[config.mk]
export PLATFORM = sky130hd
export DESIGN_NAME = can_screen_top
export DESIGN_NICKNAME = d
export VERILOG_FILES = /design/src/rtl/can_screen_pkg.sv /design/src/rtl/screen_match.sv /design/src/rtl/screen_pick.sv /design/src/rtl/can_screen_top.sv
export SDC_FILE = /design/constraint.sdc
export NUM_CORES = 1
export LEC_CHECK = 0
export BUFFER_PORTS_ARGS = -buffer_cell sky130_fd_sc_hd__buf_4
export CORE_UTILIZATION = 39
export CTS_CLUSTER_SIZE = 8
export DETAILED_ROUTE_END_ITERATION = 7
export REMOVE_ABC_BUFFERS = 1
export SLEW_MARGIN = 15
export SYNTH_ARGS = -nofsm -noshare
export SYNTH_HDL_FRONTEND = slang
export SYNTH_SLANG_ARGS = --single-unit
[constraint.sdc]
create_clock -name clk -period 5.1 [get_ports clk]
set_input_delay 1.53 -clock clk [delete_from_list [all_inputs] [get_ports clk]]
set_output_delay 1.53 -clock clk [all_outputs]
set_load 0.02 [all_outputs]
[src/rtl/can_screen_pkg.sv]
package can_screen_pkg;

    typedef enum logic [1:0] {
        SM_EXT  = 2'd0,
        SM_STD2 = 2'd1,
        SM_DUAL = 2'd2,
        SM_OFF  = 2'd3
    } scr_mode_e;

    typedef struct packed {
        logic        ide;
        logic        rtr;
        logic [28:0] id;
        logic [3:0]  dlc;
        logic [7:0]  d0;
        logic [7:0]  d1;
    } frame_t;

endpackage

[src/rtl/screen_match.sv]
module screen_match
    import can_screen_pkg::*;
(
    input  scr_mode_e   mode,
    input  logic        en,
    input  logic [31:0] mval,
    input  logic [31:0] mmask,
    input  frame_t      fr,
    output logic        hit_a,
    output logic        hit_b
);
    function automatic logic fits(input logic [31:0] f, input logic [31:0] m,
                                  input logic [31:0] k);
        return &((f ~^ m) | k);
    endfunction

    logic        skip_d0;
    logic        skip_d1;
    logic [31:0] word;
    logic [31:0] xdc;

    always_comb begin
        skip_d0 = fr.rtr || (fr.dlc == 4'd0);
        skip_d1 = fr.rtr || (fr.dlc < 4'd2);
        word    = '0;
        xdc     = '0;
        hit_a   = 1'b0;
        hit_b   = 1'b0;
        case (mode)
            SM_EXT: begin
                word  = {fr.id, fr.rtr, 2'b00};
                xdc   = 32'h0000_0003;
                hit_a = en && fr.ide && fits(word, mval, mmask | xdc);
            end
            SM_STD2: begin
                word  = {fr.id[10:0], fr.rtr, 4'h0, fr.d0, fr.d1};
                xdc   = {12'h000, 4'hF, {8{skip_d0}}, {8{skip_d1}}};
                hit_a = en && !fr.ide && fits(word, mval, mmask | xdc);
            end
            SM_DUAL: begin
                word  = {fr.id[10:0], fr.rtr, fr.d0, fr.id[10:0], fr.rtr};
                xdc   = {12'h000, {8{skip_d0}}, 12'h000};
                hit_a = en && !fr.ide && fits(word, mval, mmask | xdc | 32'h0000_0FFF);
                hit_b = en && !fr.ide && fits(word, mval, mmask | 32'hFFFF_F000);
            end
            default: begin
                hit_a = 1'b0;
                hit_b = 1'b0;
            end
        endcase
    end
endmodule

[src/rtl/screen_pick.sv]
module screen_pick #(
    parameter int NHALF = 8,
    parameter int IDXW  = 3
) (
    input  logic [NHALF-1:0] hits,
    output logic             any,
    output logic [IDXW-1:0]  idx
);
    always_comb begin
        any = |hits;
        idx = '0;
        for (int i = NHALF - 1; i >= 0; i--) begin
            if (hits[i]) idx = IDXW'(i);
        end
    end
endmodule

[src/rtl/can_screen_top.sv]
module can_screen_top
    import can_screen_pkg::*;
#(
    parameter int NSCR = 4,
    parameter int AW   = 4,
    parameter int IDXW = 3
) (
    input  logic            clk,
    input  logic            rst_n,
    input  logic            cfg_we,
    input  logic [AW-1:0]   cfg_addr,
    input  logic [31:0]     cfg_wdata,
    input  logic            frame_vld,
    input  logic            frame_ide,
    input  logic            frame_rtr,
    input  logic [28:0]     frame_id,
    input  logic [3:0]      frame_dlc,
    input  logic [7:0]      frame_d0,
    input  logic [7:0]      frame_d1,
    output logic            hit,
    output logic [IDXW-1:0] hit_idx
);
    localparam int NHALF    = 2 * NSCR;
    localparam int CTRL_ADR = 2 * NSCR;
    localparam int EN_BASE  = 2 * NSCR;
    localparam int ACTW     = NSCR * (2 * 32 + 3);

    typedef struct packed {
        logic [NSCR-1:0][31:0] sh_val;
        logic [NSCR-1:0][31:0] sh_msk;
        logic [NSCR-1:0][1:0]  sh_mode;
        logic [NSCR-1:0]       sh_en;
        logic [NSCR-1:0][31:0] ac_val;
        logic [NSCR-1:0][31:0] ac_msk;
        logic [NSCR-1:0][1:0]  ac_mode;
        logic [NSCR-1:0]       ac_en;
        logic                  hit;
        logic [IDXW-1:0]       idx;
    } st_t;

    st_t              st_d, st_q;
    frame_t           fr;
    logic [NHALF-1:0] hits;
    logic             any_hit;
    logic [IDXW-1:0]  win_idx;
    logic [ACTW-1:0]  act_flat;
    logic [NSCR-1:0]  en_act;

    assign fr = '{ide: frame_ide, rtr: frame_rtr, id: frame_id, dlc: frame_dlc,
                  d0: frame_d0, d1: frame_d1};

    for (genvar s = 0; s < NSCR; s++) begin : g_scr
        screen_match u_match (
            .mode  (scr_mode_e'(st_q.ac_mode[s])),
            .en    (st_q.ac_en[s]),
            .mval  (st_q.ac_val[s]),
            .mmask (st_q.ac_msk[s]),
            .fr    (fr),
            .hit_a (hits[2*s]),
            .hit_b (hits[2*s+1])
        );
    end

    screen_pick #(.NHALF(NHALF), .IDXW(IDXW)) u_pick (
        .hits (hits),
        .any  (any_hit),
        .idx  (win_idx)
    );

    always_comb begin
        st_d = st_q;
        if (cfg_we) begin
            for (int s = 0; s < NSCR; s++) begin
                if (cfg_addr == AW'(s))        st_d.sh_val[s] = cfg_wdata;
                if (cfg_addr == AW'(NSCR + s)) st_d.sh_msk[s] = cfg_wdata;
                if (cfg_addr == AW'(CTRL_ADR)) begin
                    st_d.sh_mode[s] = cfg_wdata[2*s +: 2];
                    st_d.sh_en[s]   = cfg_wdata[EN_BASE + s];
                end
            end
        end
        if (frame_vld) begin
            st_d.hit     = any_hit;
            st_d.idx     = any_hit ? win_idx : '0;
            st_d.ac_val  = st_q.sh_val;
            st_d.ac_msk  = st_q.sh_msk;
            st_d.ac_mode = st_q.sh_mode;
            st_d.ac_en   = st_q.sh_en;
        end
    end

    always_ff @(posedge clk or negedge rst_n) begin
        if (!rst_n) st_q <= '0;
        else        st_q <= st_d;
    end

    assign hit      = st_q.hit;
    assign hit_idx  = st_q.idx;
    assign en_act   = st_q.ac_en;
    assign act_flat = {st_q.ac_val, st_q.ac_msk, st_q.ac_mode, st_q.ac_en};
endmodule


* Word level (Yosys, flattened, before mapping)
Index checks and enable logic that the tools add are counted.
** Storage, ports and cells
- Output and inout bits :: 4
- Word-level logic and storage cells :: 157
- Flip-flop bits (word level) :: 540
- Input port bits :: 91
** Cells by class
- Muxes and demuxes :: 17
- Reductions and logical operators :: 59
- Equal/unequal tests :: 16
- Bitwise gates (word level) :: 36
- $lt $le $gt $ge :: 1
** Operators by type and width (count)
- 32-bit bitwise OR :: 16
- 32-bit AND reduction :: 16
- 32-bit XNOR :: 12
- 32-bit by 20-bit bitwise OR with 32-bit output :: 8
- 3-bit 2-to-1 mux :: 9
- 1-bit logical AND :: 24
- 2-bit AND reduction :: 9
- 4-bit by 3-bit == test with 1-bit output, second input constant :: 4
- 1-bit case mux with 3 select lines :: 4
- 2-bit by 1-bit == test with 1-bit output, second input constant :: 4
- 2-bit == test, second input constant :: 4
- 4-bit by 2-bit == test with 1-bit output, second input constant :: 2
- 2-bit logical NOT :: 4
- 4-bit logical NOT :: 2
- 8-bit OR reduction :: 1
- 4-bit by 1-bit == test with 1-bit output, second input constant :: 1
- 4-bit == test, second input constant :: 1
- 4-bit by 2-bit < comparator with 1-bit output, second input constant :: 1
- 1-bit 2-to-1 mux :: 4
- 1-bit logical OR :: 2
- 1-bit logical NOT :: 1

* Depth between registers and ports, before layout
Gate-level depths: netlist of the first run.
- Depth in word-level cells :: 15
- Depth in mapped cells :: 10
- Depth with buffers taken out :: 10

* By module
Synthesis of the first run repeated with hierarchy kept, for this count alone.
** Second synthesis, totals
- Cell total of the unflattened synthesis :: 1751
- Area, all modules :: 24767.5 um2
** Modules (own cells, without submodules)
- can_screen_top :: area an instance 20161.8 um2, sequential area each 13513.0 um2, cells each 1162, instances 1
- screen_match :: area an instance 1131.1 um2, sequential area each 0.0 um2, cells each 144, instances 4
- screen_pick :: area an instance 81.3 um2, sequential area each 0.0 um2, cells each 13, instances 1

* Worst setup path before layout of the first run
Ideal clock, no wire load.
- Path kind :: input to register
- From :: input port frame_rtr
- To :: register st_q, in the netlist hit_idx[0]
- Setup time :: 104 ps
- Data required time :: 4996 ps
- Buffers on the path :: 1
- Cell stages on the path :: 8
- Path slack :: 1542 ps
- Arrival :: 3454 ps
- Cell sequence :: buf_6 -> xnor2_2 -> o22ai_1 -> or4_1 -> or4_4 -> and3_4 -> and3_4 -> o41ai_2
** On the way
- Longest elaborated chain between the ends :: 14
- Elaborated cells between the ends (all ways) :: 88
- Those cells by class :: mux (17); bitwise (36); reduce/logical (35)
** Ends and longest elaborated chain
- start: declaration :: line can_screen_top.sv:15 : input logic frame_rtr,
- 1-bit logical OR, or another cell as far along :: line screen_match.sv:23 : skip_d0 = fr.rtr || (fr.dlc == 4'd0);
- 32-bit by 20-bit bitwise OR with 32-bit output, or another cell as far along :: line screen_match.sv:43 : hit_a = en && !fr.ide && fits(word, mval, mmask | xdc | 32'h0000_0FFF);
- 32-bit bitwise OR or 32-bit AND reduction (tied branches) :: line screen_match.sv:14 : return &((f ~^ m) | k);
- 32-bit AND reduction or 1-bit logical AND (tied branches) :: line screen_match.sv:14, screen_match.sv:44
- 1-bit logical AND, or another cell as far along :: line screen_match.sv:43
- 1-bit case mux with 3 select lines or 3-bit 2-to-1 mux (tied branches) :: line screen_match.sv:29, screen_pick.sv:13
- 3-bit 2-to-1 mux (7 in series) :: line screen_pick.sv:13 : if (hits[i]) idx = IDXW'(i);
- 3-bit 2-to-1 mux * :: line can_screen_top.sv:84 : st_d.idx = any_hit ? win_idx : '0;
- end signal: assignment :: line can_screen_top.sv:94 : else st_q <= st_d;
- end: declaration :: line can_screen_top.sv:41 : st_t st_d, st_q;
Every way passes the cells marked *; elsewhere a longest branch is shown, timed or not.
A chain may end at the register's enable or synchronous reset.

* Worst setup path after layout of the first run
- From :: input port frame_ide
- To :: register st_q, in the netlist hit_idx[0]
** On the way
- Longest elaborated chain between the ends :: 13
- Elaborated cells between the ends (all ways) :: 43
- Those cells by class :: mux (17); reduce/logical (26)
** Ends and longest elaborated chain
- start: declaration :: line can_screen_top.sv:14 : input logic frame_ide,
- 1-bit logical NOT :: line screen_match.sv:38, screen_match.sv:43, screen_match.sv:44
- 1-bit logical AND :: line screen_match.sv:38, screen_match.sv:43, screen_match.sv:44
- 1-bit logical AND :: line screen_match.sv:44 : hit_b = en && !fr.ide && fits(word, mval, mmask | 32'hFFFF_F000);
- 1-bit 2-to-1 mux :: line screen_match.sv:29 : case (mode)
- 3-bit 2-to-1 mux (8 in series) :: line screen_pick.sv:13
- 3-bit 2-to-1 mux * :: line can_screen_top.sv:84
Marked as above.

==> results of run 1 <==
[synthesized netlist by cell type (2+ instances only)]
cell	count	area, um^2
sky130_fd_sc_hd__inv_1	13	48.8
sky130_fd_sc_hd__nor3_1	11	55.1
sky130_fd_sc_hd__o2111ai_1	6	52.6
sky130_fd_sc_hd__dfrtp_1	540	13500
sky130_fd_sc_hd__and3_4	2	22.5
sky130_fd_sc_hd__nor2_1	46	173
sky130_fd_sc_hd__nand4_1	4	25.0
sky130_fd_sc_hd__nor4bb_1	3	30.0
sky130_fd_sc_hd__or4_1	3	22.5
sky130_fd_sc_hd__a211oi_1	2	15.0
sky130_fd_sc_hd__buf_4	3	22.5
sky130_fd_sc_hd__mux2_2	528	5950
sky130_fd_sc_hd__buf_2	12	60.1
sky130_fd_sc_hd__buf_1	11	41.3
sky130_fd_sc_hd__and3_1	2	12.5
sky130_fd_sc_hd__and4b_1	3	30.0
sky130_fd_sc_hd__nand4b_1	2	17.5
sky130_fd_sc_hd__nand3b_1	3	22.5
sky130_fd_sc_hd__o21ai_0	20	100
sky130_fd_sc_hd__o22ai_1	133	832
sky130_fd_sc_hd__ha_1	12	150
sky130_fd_sc_hd__a21oi_1	7	35.0
sky130_fd_sc_hd__clkbuf_1	83	312
sky130_fd_sc_hd__nor3b_1	3	22.5
sky130_fd_sc_hd__xnor2_1	311	2720
sky130_fd_sc_hd__nand2_1	16	60.1
sky130_fd_sc_hd__o211ai_1	6	45.0
sky130_fd_sc_hd__nor4_1	31	194
sky130_fd_sc_hd__a21o_1	3	22.5
sky130_fd_sc_hd__or3_1	3	18.8
[critical path: cells and delay by family]
kind                   cells  cell delay, ns
and+or+nand+nor            4            1.84
AOI/OAI and AO/OA          3            1.02
buffers and inverters      1            0.14
[registers in the layout, indices dropped and copies added, names as in the netlist]
signal and cells:
act_flat 264, hit 1, st_q 268, hit_idx 3, en_act 4
[metal layers]
metal  vias up  wire length, um  GRT usage, %
met4         4             2100          7.19
met3       117             4110          4.73
met5         -               31             0
li1       6679                -             -
met1      8308            36800          36.2
met2       420            38600          41.9
[worst paths after layout]
| path | from | to | cells past startpoint |
|---|---|---|---|
| min in group asynchronous | rst_n | st_q[493] | 1 |
| worst max register to register | act_flat[8] | hit_idx[0] | 9 |
| worst min-delay path | st_q[282] | act_flat[10] | 2 |
| max in group asynchronous | rst_n | act_flat[44] | 2 |
| worst min register to register | st_q[282] | act_flat[10] | 2 |
| worst max-delay path | frame_ide | hit_idx[0] | 8 |
[kinds of logic (layout without fill, tap and decap cells)]
family	Yosys count	after routing	synth area share (%)
and+or+nand+nor	136	136	2.97
adders and majority gates	12	12	0.607
DFF	540	540	54.6
muxes	528	528	24.0
AOI/OAI and AO/OA	184	184	4.73
xor gates and xnor gates	312	312	11.1
buffers and inverters	123	218	2.00
[final cells by class]
type                       instances  area, um^2  share of cell area [%]
inverter                          13        48.8                   0.172
sequential                       540       13500                    47.6
multi-input combinational       1172       10800                    37.9
tap                              837        1050                    3.69
clock inverter                     5        51.3                   0.181
timing repair buffer             118         976                    3.44
clock buffer                      82        1970                    6.93
[report_power, final]
group	total, mW	switching [mW]	internal (mW)
Sequential	6.68	1.31	5.37
Combinational	3.14	1.47	1.67
Clock	4.48	1.79	2.69
[cell usage in the layout (no fill, tap or decap), types with 2 or more instances in the layout]
cell type / n
sky130_fd_sc_hd__dfrtp_1: 540
sky130_fd_sc_hd__mux2_2: 528
sky130_fd_sc_hd__xnor2_1: 311
sky130_fd_sc_hd__o22ai_1: 133
sky130_fd_sc_hd__buf_4: 110
sky130_fd_sc_hd__clkbuf_16: 78
sky130_fd_sc_hd__nor2_1: 45
sky130_fd_sc_hd__nor4_1: 31
sky130_fd_sc_hd__o21ai_0: 20
sky130_fd_sc_hd__nand2_1: 15
sky130_fd_sc_hd__inv_1: 13
sky130_fd_sc_hd__ha_1: 12
sky130_fd_sc_hd__nor3_1: 11
sky130_fd_sc_hd__a21oi_1: 7
sky130_fd_sc_hd__o211ai_1: 6
sky130_fd_sc_hd__o2111ai_1: 6
sky130_fd_sc_hd__buf_12: 6
sky130_fd_sc_hd__nand4_1: 4
sky130_fd_sc_hd__inv_6: 4
sky130_fd_sc_hd__clkbuf_1: 4
sky130_fd_sc_hd__and4b_1: 3
sky130_fd_sc_hd__a21o_1: 3
sky130_fd_sc_hd__nor4bb_1: 3
sky130_fd_sc_hd__or4_1: 3
sky130_fd_sc_hd__nand3b_1: 3
sky130_fd_sc_hd__or3_1: 2
sky130_fd_sc_hd__a211oi_1: 2
sky130_fd_sc_hd__and3_4: 2
sky130_fd_sc_hd__nor3b_2: 2
sky130_fd_sc_hd__nand4b_1: 2
sky130_fd_sc_hd__buf_8: 2
==> summary.md, run 1 <==
| Metric | Value |
|---|---|
| Run status | `complete, no violations` |
| Mapped Avg Cell Area | `around 13 um^2` |
| Placement row count | `between 90 and 100` |
| Core region area | `between 60000 and 70000 um^2` |
| Residual DRC | `0` |
| Ant diodes | `0` |
| Final Hold Slack | `a little under 0.5 ns` |
| Fraction of layout instances using a drive strength above 1 | `38.4%` |
| Count of final hold-check violations | `0` |
| Post-synthesis sequential element count | `between 500 and 600` |
| Count of clock tree sinks | `540` |
| Utilization after layout | `between 40% and 50%` |
| Synth unique cells | `43` |
| Max Clk Rate | `249 MHz` |
| Buffer cell driving the clock tree root | `sky130_fd_sc_hd__clkbuf_16` |
| Count of input and output buffers | `94` |
| Routed WL per cell | `about 30 um` |
| HPWL reported at the end of detailed placement | `58600 um` |
| Critical path endpoint category | `flip-flop` |
| Routability congestion estimate | `0.983` |
| Resize count post-CTS | `0` |
| Sequential area share after synthesis | `between 50% and 60%` |
| Critical Path AT | `4.53 ns` |
| Number of enable-type register cells in the synthesized netlist | `0` |
| Via count of the first global-routing pass | `~16000` |
| Initial core utilization | `around two fifths` |
| Placed Cells | `between 2000 and 3000` |
| Net total in the final layout | `around 2000` |
| Critical Path Start Type | `input port` |
| Post-layout minimum cycle time | `roughly 4 ns` |
| Global-route usage over all layers | `between 20% and 30%` |
| Area growth, synth to finish | `14.6%` |
| Peak supply drop | `approximately 270 uV` |
| Leftover overflow at the end of global routing | `0` |
| Biggest cell delay along the critical path | `~1 ns` |
| Num ports | `95` |
| Clock Skews | `approximately 0.029 ns` |
| CP max stage cell | `sky130_fd_sc_hd__nor4bb_1` |
| Final number of setup-violating endpoints | `0` |
| Final Cycle Share | `78.7%` |
| TritonCTS clock tree | `done` |
| Post-detailed-route via-to-cell ratio | `between 5 and 6` |
| Number of buffers added to fix hold violations after cts | `0` |
| Yosys warning count | `0` |
| Latest clock arrival within the worst-skew pair | `approximately 0.63 ns` |
| Worst Setup Slack post-DPL | `~0.7 ns` |
| Setup Buffers After CTS | `0` |
| Setup slack of the worst register-to-register path | `1.42 ns` |
| Syn Inst Count | `roughly 1800` |
| Die Footprint | `64500 um^2` |
| First-pass GRT wire length | `approximately 120000 um` |
| Post-DP Area | `approximately 26000 um^2` |
| Number of vias after detailed routing | `approximately 16000` |
| Count of H-tree levels built during CTS | `3` |
| Leakage power | `around 12 nW` |
| Die outline width | `between 200 and 300 um` |
| Initial antenna violation count | `3` |
| Count of fill cells added during filler insertion | `around 5700` |
| Worst Hold Class | `flip-flop to flip-flop` |
| Overall routed net length | `about 80000 um` |
| Peak fanout along the critical path | `8` |
| Aggregate negative setup slack | `0 ns` |
| Areal power density over the cells | `around 500 nW/um^2` |
| Post-synthesis cell area | `roughly 25000 um^2` |
| Antenna violation net count after detailed routing | `0` |
| Slew at the pin closest to its max-slew limit | `between 1 and 1.5 ns` |
| Max-cap violations | `0` |
| Number of buffers inserted during clock tree synthesis | `between 70 and 80` |
| Required time of the worst setup path | `about 5.6 ns` |
| Post-route total power | `about 14 mW` |
| Count of TritonRoute iterations in the first routing pass | `5` |
| Final Slew Violations | `0` |
| Critical-path cell list | `buf_4, nor4bb_1, o21ai_0, or3_1, a211oi_1, nor4_1, and3_4, o41ai_2` |
| Final instance count without filler cells | `approximately 2800` |
| Headroom to the max-slew limit | `between 15 and 20%` |
| Critical path class | `input port to flip-flop` |
| Worst-path clk slew | `around 0.05 ns` |
| Slack of the critical path | `roughly 1.1 ns` |
| Setup repair after global routing missed its margin | `no` |
| Bufs on Longest Clock Path | `3` |
| Die Height | `between 200 and 300 um` |
| Share of flip-flops with an asynchronous set or reset after synthesis | `100%` |
| Top FF cell, synth | `sky130_fd_sc_hd__dfrtp_1` |
| Drt initial violations | `around 1100` |
| Post-route cell area | `roughly 28000 um^2` |
| Largest net degree at the start of global routing | `109` |
Note: power is estimated with default switching activity, not from simulation.
==> run 2, diff against run 1 <==
==> constraint.sdc (replaced) <==
create_clock -name clk -period 3.65 [get_ports clk]
set_input_delay 1.095 -clock clk [delete_from_list [all_inputs] [get_ports clk]]
set_output_delay 1.095 -clock clk [all_outputs]
set_load 0.02 [all_outputs]
==> run 2 against run 1 <==
Compared with the run above:
- flip-flop and latch count stayed put
- clock skew shrank 0.016 ns
- total power up 41%
- via count is 0.64% higher
- core utilization up 0.73 points
- sequential share of layout area is 0.75 points lower
- register-to-register slack got worse by 0.49 ns
- worst setup slack lost 0.55 ns
- design area is 1.6% higher
- wire length is 0.64% higher
- largest power group unchanged
==> summary.md, run 2 (synthesis gave the netlist of run 1 again) <==
| Metric | Value |
|---|---|
| Register area | `13500 um^2` |
| Count of TritonRoute iterations in the first routing pass | `5` |
| Slew at the pin closest to its max-slew limit | `approximately 0.76 ns` |
| Clock Skews | `~0.013 ns` |
| Num ports | `95` |
| Net total in the final layout | `2066` |
| Ant diodes | `0` |
| Max-cap violations | `0` |
| Leftover overflow at the end of global routing | `0` |
| Biggest register | `st_q` |
| Peak fanout along the critical path | `9` |
| Number of vias after detailed routing | `between 15000 and 20000` |
| Count of fill cells added during filler insertion | `5552` |
| Core region area | `about 62000 um^2` |
| Aggregate negative setup slack | `0 ns` |
| Worst reg2reg path startpoint | `act_flat[216]` |
| Required time of the worst setup path | `~4.2 ns` |
| Worst-path clk slew | `approximately 0.050 ns` |
| Die Footprint | `roughly 64000 um^2` |
| Most frequent standard cell in the layout excluding fill and tap cells | `sky130_fd_sc_hd__dfrtp_1` |
| Post-detailed-route via-to-cell ratio | `about 5.6` |
| Setup Buffers After CTS | `0` |
| Number of buffers inserted during clock tree synthesis | `78` |
| Flip-flop count of the largest register after layout | `~270` |
| Routability congestion estimate | `around 0.95` |
| Run status | `complete, no violations` |
| TritonCTS clock tree | `done` |
| Start point of the critical path | `frame_id[9]` |
| Setup slack of the worst register-to-register path | `between 0.9 and 1 ns` |
| Final number of setup-violating endpoints | `0` |
| Placement row count | `slightly above 90` |
| Initial antenna violation count | `3` |
| Number of buffers added to fix hold violations after cts | `0` |
| Leakage power | `approximately 12 nW` |
| Count of input and output buffers | `94` |
| Count of H-tree levels built during CTS | `3` |
| Fraction of layout instances using a drive strength above 1 | `39.8%` |
| Latest clock arrival within the worst-skew pair | `0.62 ns` |
| Count of final hold-check violations | `0` |
| Critical Path Start Type | `input port` |
| Bufs on Longest Clock Path | `3` |
| Post-layout minimum cycle time | `around 3.1 ns` |
| Post-route cell area | `approximately 29000 um^2` |
| Via count of the first global-routing pass | `around 17000` |
| Critical Path AT | `between 3 and 4 ns` |
| Drt initial violations | `approximately 1100` |
| Footprint of the multi-input gates | `roughly 11000 um^2` |
| Area growth, synth to finish | `16.4%` |
| Peak supply drop | `between 300 and 400 uV` |
| Critical path endpoint category | `flip-flop` |
| Setup repair after global routing missed its margin | `no` |
| Worst Hold Class | `flip-flop to flip-flop` |
| Largest net degree at the start of global routing | `73` |
| Antenna violation net count after detailed routing | `0` |
| Headroom to the max-slew limit | `49.5%` |
| Count of clock tree sinks | `540` |
| HPWL reported at the end of detailed placement | `59900 um` |
| Critical path class | `input port to flip-flop` |
| Commonest cells after routing, fill and taps aside | `540 x sky130_fd_sc_hd__dfrtp_1, 528 x sky130_fd_sc_hd__mux2_2, 311 x sky130_fd_sc_hd__xnor2_1, 142 x sky130_fd_sc_hd__buf_4, 133 x sky130_fd_sc_hd__o22ai_1` |
| Die Height | `around 250 um` |
| Crit Reg-Reg Endpoint | `hit_idx[0]` |
| Overall routed net length | `~82000 um` |
| Areal power density over the cells | `roughly 700 nW/um^2` |
| First-pass GRT wire length | `~120000 um` |
| Post-DP Area | `around 27000 um^2` |
| Residual DRC | `0` |
| Global-route usage over all layers | `between 20% and 30%` |
| Final Cycle Share | `between 80% and 90%` |
| Length in cells of the worst reg-to-reg path | `9` |
| HP Start | `st_q[280]` |
| Max Clk Rate | `about 320 MHz` |
| Worst hold path endpoint | `act_flat[8]` |
| Die outline width | `roughly 250 um` |
| Routed WL per cell | `29.3 um` |
| Final Slew Violations | `0` |
| Buffer cell driving the clock tree root | `sky130_fd_sc_hd__clkbuf_16` |
| Number of cells on the worst hold path | `2` |
| Initial core utilization | `about 40%` |
| Resize count post-CTS | `0` |
-- run 2: changes by cell type in the layout (fill, tap and decap cells not counted) --
cell,delta
sky130_fd_sc_hd__buf_12,+8
sky130_fd_sc_hd__buf_4,+32
sky130_fd_sc_hd__clkbuf_1,-1
sky130_fd_sc_hd__clkbuf_16,+2
sky130_fd_sc_hd__clkinv_2,+1
sky130_fd_sc_hd__clkinv_4,+1
sky130_fd_sc_hd__inv_6,-1
-- run 2: worst max-delay path by stage --
stage | endpoint | slack (ns) | depth (start not counted)
floorplan | st_q[316] | -0.63 | 3
global placement | hit_idx[0] | 0.11 | 11
detailed placement | hit_idx[0] | 0.1 | 11
CTS | hit_idx[0] | 0.71 | 11
global route | hit_idx[0] | 0.58 | 11
finish | hit_idx[0] | 0.54 | 11
-- run 2: cell type report --
| cell class | count | share of cell area [%] |
|---|---|---|
| Clock buffer | 83 | 6.99 |
| Sequential cell | 540 | 46.9 |
| Clock inverter | 6 | 0.195 |
| Inverter | 13 | 0.169 |
| Multi-Input combinational cell | 1172 | 37.3 |
| Tap cell | 837 | 3.63 |
| Timing Repair Buffer | 158 | 4.78 |
-- run 2: critical path: stages --
cell and delay [ns]:
sky130_fd_sc_hd__buf_4 0.20, sky130_fd_sc_hd__buf_4 0.20, sky130_fd_sc_hd__xnor2_1 0.27, sky130_fd_sc_hd__o22ai_1 0.14
sky130_fd_sc_hd__nor4_1 0.61, sky130_fd_sc_hd__nand4_1 0.25, sky130_fd_sc_hd__o41ai_1 0.14, sky130_fd_sc_hd__buf_4 0.19
sky130_fd_sc_hd__nor4_1 0.06, sky130_fd_sc_hd__and3_4 0.19, sky130_fd_sc_hd__o41ai_2 0.25
-- run 2: per-stage QoR --
stage / setup slack, ns / power (mW) / util (%) / instances / hold WS (ns)
finish: 0.539 / 20.1 / 46.4 / 2809 / 0.481
global route: 0.579 / 21.0 / 46.4 / 2809 / 0.503
CTS: 0.714 / 20.3 / 46.4 / 2809 / 0.471
detailed placement: 0.0987 / 13.8 / 43.0 / 2720 / 0.466
global placement: 0.108 / 13.7 / 43.0 / 2720 / 0.465
floorplan: -0.628 / 11.4 / - / 1725 / 0.447
-- run 2: power breakdown --
part / switching, mW / internal (mW)
Sequential: 1.92 / 7.51
Clock: 2.48 / 3.85
Combinational: 1.97 / 2.41
Total: 6.37 / 13.8
-- run 2: per-layer routing --
metal / global-route usage (%) / routed length, um / vias up
li1: - / - / 6773
met5: 0 / 41 / -
met4: 9.00 / 2630 / 6
met3: 6.16 / 5010 / 145
met1: 34.9 / 35900 / 8228
met2: 42.0 / 38600 / 475
